$ cat src/rtl/ring_pressure_pkg.sv
package ring_pressure_pkg;
  localparam int CNT_W = 16;

  typedef enum logic [1:0] {
    LVL_SAFE = 2'b00,
    LVL_NEAR = 2'b01,
    LVL_CRIT = 2'b10
  } press_lvl_e;
endpackage

$ cat src/rtl/rp_classifier.sv
module rp_classifier
  import ring_pressure_pkg::*;
#(
  parameter int W = CNT_W
) (
  input  logic [W-1:0] occupancy,
  input  logic [W-1:0] safe_th,
  input  logic [W-1:0] crit_th,
  output press_lvl_e   lvl
);
  logic above_crit;
  logic below_safe;

  assign above_crit = occupancy > crit_th;
  assign below_safe = occupancy < safe_th;

  always_comb begin
    if (above_crit)      lvl = LVL_CRIT;
    else if (below_safe) lvl = LVL_SAFE;
    else                 lvl = LVL_NEAR;
  end
endmodule

$ cat src/rtl/rp_flag.sv
module rp_flag
  import ring_pressure_pkg::*;
(
  input  logic       clk,
  input  logic       rst_n,
  input  logic       eval,
  input  logic       nf_set,
  input  press_lvl_e lvl,
  output logic       flag_q
);
  logic clear_now;

  assign clear_now = eval && flag_q && (lvl == LVL_SAFE);

  // A set pulse outranks a clear in the same cycle.
  always_ff @(posedge clk or negedge rst_n) begin
    if (!rst_n)         flag_q <= 1'b0;
    else if (nf_set)    flag_q <= 1'b1;
    else if (clear_now) flag_q <= 1'b0;
  end

  p_set_r4: assert property (@(posedge clk) disable iff (!rst_n)
    nf_set |=> flag_q);
  p_sticky_r4: assert property (@(posedge clk) disable iff (!rst_n)
    (flag_q && !eval) |=> flag_q);
  p_clear_r7: assert property (@(posedge clk) disable iff (!rst_n)
    (eval && flag_q && lvl == LVL_SAFE && !nf_set) |=> !flag_q);
  p_set_wins_r8: assert property (@(posedge clk) disable iff (!rst_n)
    (eval && flag_q && lvl == LVL_SAFE && nf_set) |=> flag_q);
endmodule

$ cat src/rtl/rp_budget.sv
module rp_budget
  import ring_pressure_pkg::*;
#(
  parameter int W = CNT_W,
  parameter int SCALE_SHIFT = 1
) (
  input  logic         flag,
  input  press_lvl_e   lvl,
  input  logic [W-1:0] base,
  output logic         boost,
  output logic [W-1:0] eff
);
  localparam logic [W-1:0] SAT = {W{1'b1}};

  logic [W+SCALE_SHIFT-1:0] wide;
  logic                     ovf;

  assign wide  = {{SCALE_SHIFT{1'b0}}, base} << SCALE_SHIFT;
  assign ovf   = |wide[W+SCALE_SHIFT-1:W];
  assign boost = flag && (lvl != LVL_SAFE);

  always_comb begin
    if (!boost)   eff = base;
    else if (ovf) eff = SAT;
    else          eff = wide[W-1:0];
  end
endmodule

$ cat src/rtl/ring_pressure_mon.sv
module ring_pressure_mon
  import ring_pressure_pkg::*;
#(
  parameter int W = CNT_W
) (
  input  logic         clk,
  input  logic         rst_n,
  input  logic         eval,
  input  logic [W-1:0] occupancy,
  input  logic [W-1:0] safe_th,
  input  logic [W-1:0] crit_th,
  input  logic         nf_set,
  input  logic [W-1:0] base_budget,
  output logic [1:0]   level,
  output logic         flag,
  output logic         near_full,
  output logic [W-1:0] budget
);
  press_lvl_e   lvl_c;
  press_lvl_e   lvl_q;
  logic         boost_c;
  logic [W-1:0] eff_c;
  logic         nf_q;
  logic [W-1:0] bud_q;

  rp_classifier #(.W(W)) u_cls (
    .occupancy(occupancy), .safe_th(safe_th), .crit_th(crit_th), .lvl(lvl_c)
  );

  rp_flag u_flag (
    .clk(clk), .rst_n(rst_n), .eval(eval), .nf_set(nf_set),
    .lvl(lvl_c), .flag_q(flag)
  );

  rp_budget #(.W(W), .SCALE_SHIFT(1)) u_bud (
    .flag(flag), .lvl(lvl_c), .base(base_budget),
    .boost(boost_c), .eff(eff_c)
  );

  always_ff @(posedge clk or negedge rst_n) begin
    if (!rst_n) begin
      lvl_q <= LVL_SAFE;
      nf_q  <= 1'b0;
      bud_q <= '0;
    end else if (eval) begin
      lvl_q <= lvl_c;
      nf_q  <= boost_c;
      bud_q <= eff_c;
    end
  end

  assign level     = lvl_q;
  assign near_full = nf_q;
  assign budget    = bud_q;

  p_crit_r2: assert property (@(posedge clk) disable iff (!rst_n)
    (eval && occupancy > crit_th) |=> level == 2'b10);
  p_enc_r3: assert property (@(posedge clk) disable iff (!rst_n)
    level != 2'b11);
  p_pass_r5: assert property (@(posedge clk) disable iff (!rst_n)
    (eval && !flag) |=> (!near_full && budget == $past(base_budget)));
  p_sat_r6: assert property (@(posedge clk) disable iff (!rst_n)
    (eval && flag && occupancy >= safe_th && base_budget[W-1]) |=>
      (near_full && budget == {W{1'b1}}));
  p_hold_r9: assert property (@(posedge clk) disable iff (!rst_n)
    !eval |=> ($stable(level) && $stable(near_full) && $stable(budget)));
endmodule

$ cat config.mk
export PLATFORM = sky130hd
export DESIGN_NAME = ring_pressure_mon
export DESIGN_NICKNAME = d
export VERILOG_FILES = /design/src/rtl/ring_pressure_pkg.sv /design/src/rtl/rp_classifier.sv /design/src/rtl/rp_flag.sv /design/src/rtl/rp_budget.sv /design/src/rtl/ring_pressure_mon.sv
export SDC_FILE = /design/constraint.sdc
export NUM_CORES = 1
export LEC_CHECK = 0
export BUFFER_PORTS_ARGS = -buffer_cell sky130_fd_sc_hd__buf_2
export CAP_MARGIN = 15
export CORE_ASPECT_RATIO = 1.25
export CORE_MARGIN = 3
export CORE_UTILIZATION = 40
export DETAILED_ROUTE_END_ITERATION = 12
export PLACE_DENSITY_LB_ADDON = 0.05
export SYNTH_ARGS = -nofsm -noshare
export SYNTH_HDL_FRONTEND = slang
export SYNTH_HIERARCHICAL = 1
export SYNTH_SLANG_ARGS = --single-unit
$ cat constraint.sdc
create_clock -name clk -period 1.5 [get_ports clk]
set_input_delay 0 -clock clk [delete_from_list [all_inputs] [get_ports clk]]
set_output_delay 0 -clock clk [all_outputs]
set_load 0.03 [all_outputs]
==> results_dict.tcl <==
set metrics [dict create \
    core-area_sq_um 4493 \
    cts_sinks 20 \
    global_route.overflow_total 0 \
    clkSlewWorstSetupHoldPaths_ns 0.07 \
    slowest_stage "o31a_1" \
    initialDrtViolationCount 114 \
    top_layer_used "met4" \
    crit_buf_inv 4 \
    whs_ns 0.1081 \
    die-area_sq_um 5589 \
    hpwl_um 3710 \
    end_kind "flip-flop" \
    peakVddDrop_mv 0.3378 \
    min_period_ns 2.027 \
    finClkSkew_ns 0.003347 \
    crit_type "in -> reg" \
    violations "setup timing" \
    slew_violations 0 \
    grt_pass1_wl_um 7790 \
    syn_to_final_growth_pct 54.50 \
    crit_required_ns 1.65 \
    drt-vias-per-instance 4.698 \
    cp_cell_sequence "buf_6, inv_2, ha_4, nand4_1, buf_4, nor2_1, a221o_1, o31a_1, buf_4, o21a_4, mux2_4, mux2_4" \
    synth_edf_count 0 \
    gp_congestion 0.6905 \
    cts_made_buffers 3 \
    yosysWarnings 6 \
    clock_path_buffers 2 \
    relSlewSlack 0.6275 \
    hold_viol_final 0 \
    report.final.setup_viol 20 \
    hold_class "in -> reg" \
    grt_max_degree 21 \
    die_h_um 82.84 \
    final_cell_mix "buf_2 (72), inv_1 (35), ha_1 (21), dfrtp_1 (20), nor2_1 (19)" \
    synth_cells 201 \
    drv_cap 0 \
    drtAntennaViolNets 0 \
    fin_ws_ns -0.5268 \
    finalSetupTns_ns -8.833 \
    cts_tree "done" \
    ios 88 \
    wl_met2_um 2307 \
    max_stage_delay_ns 0.30 \
    vias 1724 \
    final_common_cell "buf_2" \
    crit_path_max_fanout 5 \
    grt_usage 0.1725 \
    power_density_nw_per_um2 805.7 \
    fmax_ghz 0.4934 \
    antenna_cells 0 \
    drive_above_1_share 0.5243 \
    wire_per_inst_um 11.99 \
    crit_family "compound AO/OA/AOI/OAI gates" \
    status "finished, violations left" \
    fin_crit_sh 1.351 \
    yosysSeqAreaShare 0.2649 \
    rows 27 \
    avgSynthCellArea_sq_um 9.400 \
    antenna_found_initial 0 \
    root_buffer "clkbuf_8" \
    async_flop_share 1.000 \
    port-buffer-count 87 \
    syn_nets 300 \
    fin_nets 409 \
    grt_pass1_vias 1829 \
    synth_ff_type "dfrtp_1" \
    routed_wirelength_um 4401 \
    power_leakage_nw 1.582 \
    wl_met3_um 249 \
    drc 0 \
    die_x_um 67.47 \
    m1WireLength_um 1749 \
    insertion_delay_ns 0.26 \
    synth_cell_types 30 \
    rsz0062_at_grt "true" \
    drt_pass1_iterations 4 \
    synth_area_sq_um 1889 \
    crit_arrival_ns 2.18 \
    synth_seq_cells 20 \
    worst_pin_slew_ns 0.5588 \
    h-tree-depth 1 \
    crit_path_start_kind "input pin" \
    initial_core_util 0.4205 \
]
==> path summary, 6_finish.rpt <==
path	endpoint	cells after the start	startpoint	slack, ns
worst max-delay path	budget[0]	12	crit_th[14]	-0.53
worst max register to register	budget[0]	3	u_flag/flag_q	0.27
max in group asynchronous	budget[13]	2	rst_n	0.98
worst min register to register	budget[2]	1	budget[2]	0.51
min in group asynchronous	budget[10]	2	rst_n	0.21
worst min-delay path	budget[15]	3	base_budget[14]	0.11
==> report_power, final <==
part / leakage (nW) / internal [mW] / switching [mW] / total (mW)
clock network: 0.0357 / 0.356 / 0.181 / 0.537
registers: 0.226 / 0.641 / 0.0578 / 0.699
logic: 1.32 / 0.550 / 0.566 / 1.12
==> cell families after synthesis <==
kind of cell               synth area share
AOI/OAI and AO/OA                   0.09140
DFF                                  0.2649
and+or+nand+nor                      0.1000
buffers and inverters                0.1252
muxes                                0.2132
adders and majority gates            0.2053
==> per-layer routing <==
layer,vias up,track usage
met3,7,0.009472
met1,769,0.2030
met4,0,0.06089
met5,-,0
met2,57,0.3153
li1,891,-
==> state kept, by name, summed over array words and instances (netlist names) <==
register       flops
budget            16
level              2
near_full          1
u_flag/flag_q      1
==> worst register-to-register path, cell delays in order, from the launching register on <==
cell and delay, ns:
dfrtp_1 0.39, o21a_4 0.18, mux2_4 0.30, mux2_4 0.25
==> area by class of cell <==
class / instances / area, sq um
fillers: 379 / 1574
multi-input cells: 131 / 1350
repair buffers: 109 / 718.2
flip-flops and latches: 20 / 500.5
inverters: 45 / 206.4
well taps: 58 / 72.57
clock buffers: 3 / 41.29
clock inverters: 1 / 30.03
==> cells in the mapped netlist (2+ instances only) <==
library cell	n	share of area
nand2_1	5	0.0099
mux2_4	10	0.079
o21ai_0	5	0.013
buf_12	2	0.021
nand4_1	5	0.017
a21o_1	4	0.016
nor2_1	19	0.038
ha_1	31	0.21
a21oi_2	2	0.0093
inv_1	45	0.089
mux2_2	10	0.060
a21oi_1	10	0.026
mux2i_1	14	0.074
nand3_1	3	0.0079
dfrtp_1	20	0.26
buf_6	2	0.012
==> per-stage QoR <==
| stage | power (mW) | util | cells | worst slack (ns) | cell area (sq um) |
|---|---|---|---|---|---|
| floorplan | 1.396 | - | 201 | -0.6332 | 2073 |
| global placement | 1.724 | 0.5828 | 355 | -0.8002 | 2619 |
| detailed placement | 1.737 | 0.5828 | 355 | -0.8342 | 2619 |
| CTS | 2.348 | 0.6349 | 364 | -0.4577 | 2853 |
| global route | 2.514 | 0.6497 | 367 | -0.5987 | 2919 |
| finish | 2.352 | 0.6497 | 367 | -0.5268 | 2919 |
==> what timing repair did <==
action | CTS | global route
gates resized for setup | 28 | 10
setup buffers | 4 | 3
hold buffers | 2 | 0
endpoints found under the hold margin | 21 | 0
pin swaps | 10 | 7
setup endpoints to repair | 19 | 20
Note: power is estimated with default switching activity, not from simulation.
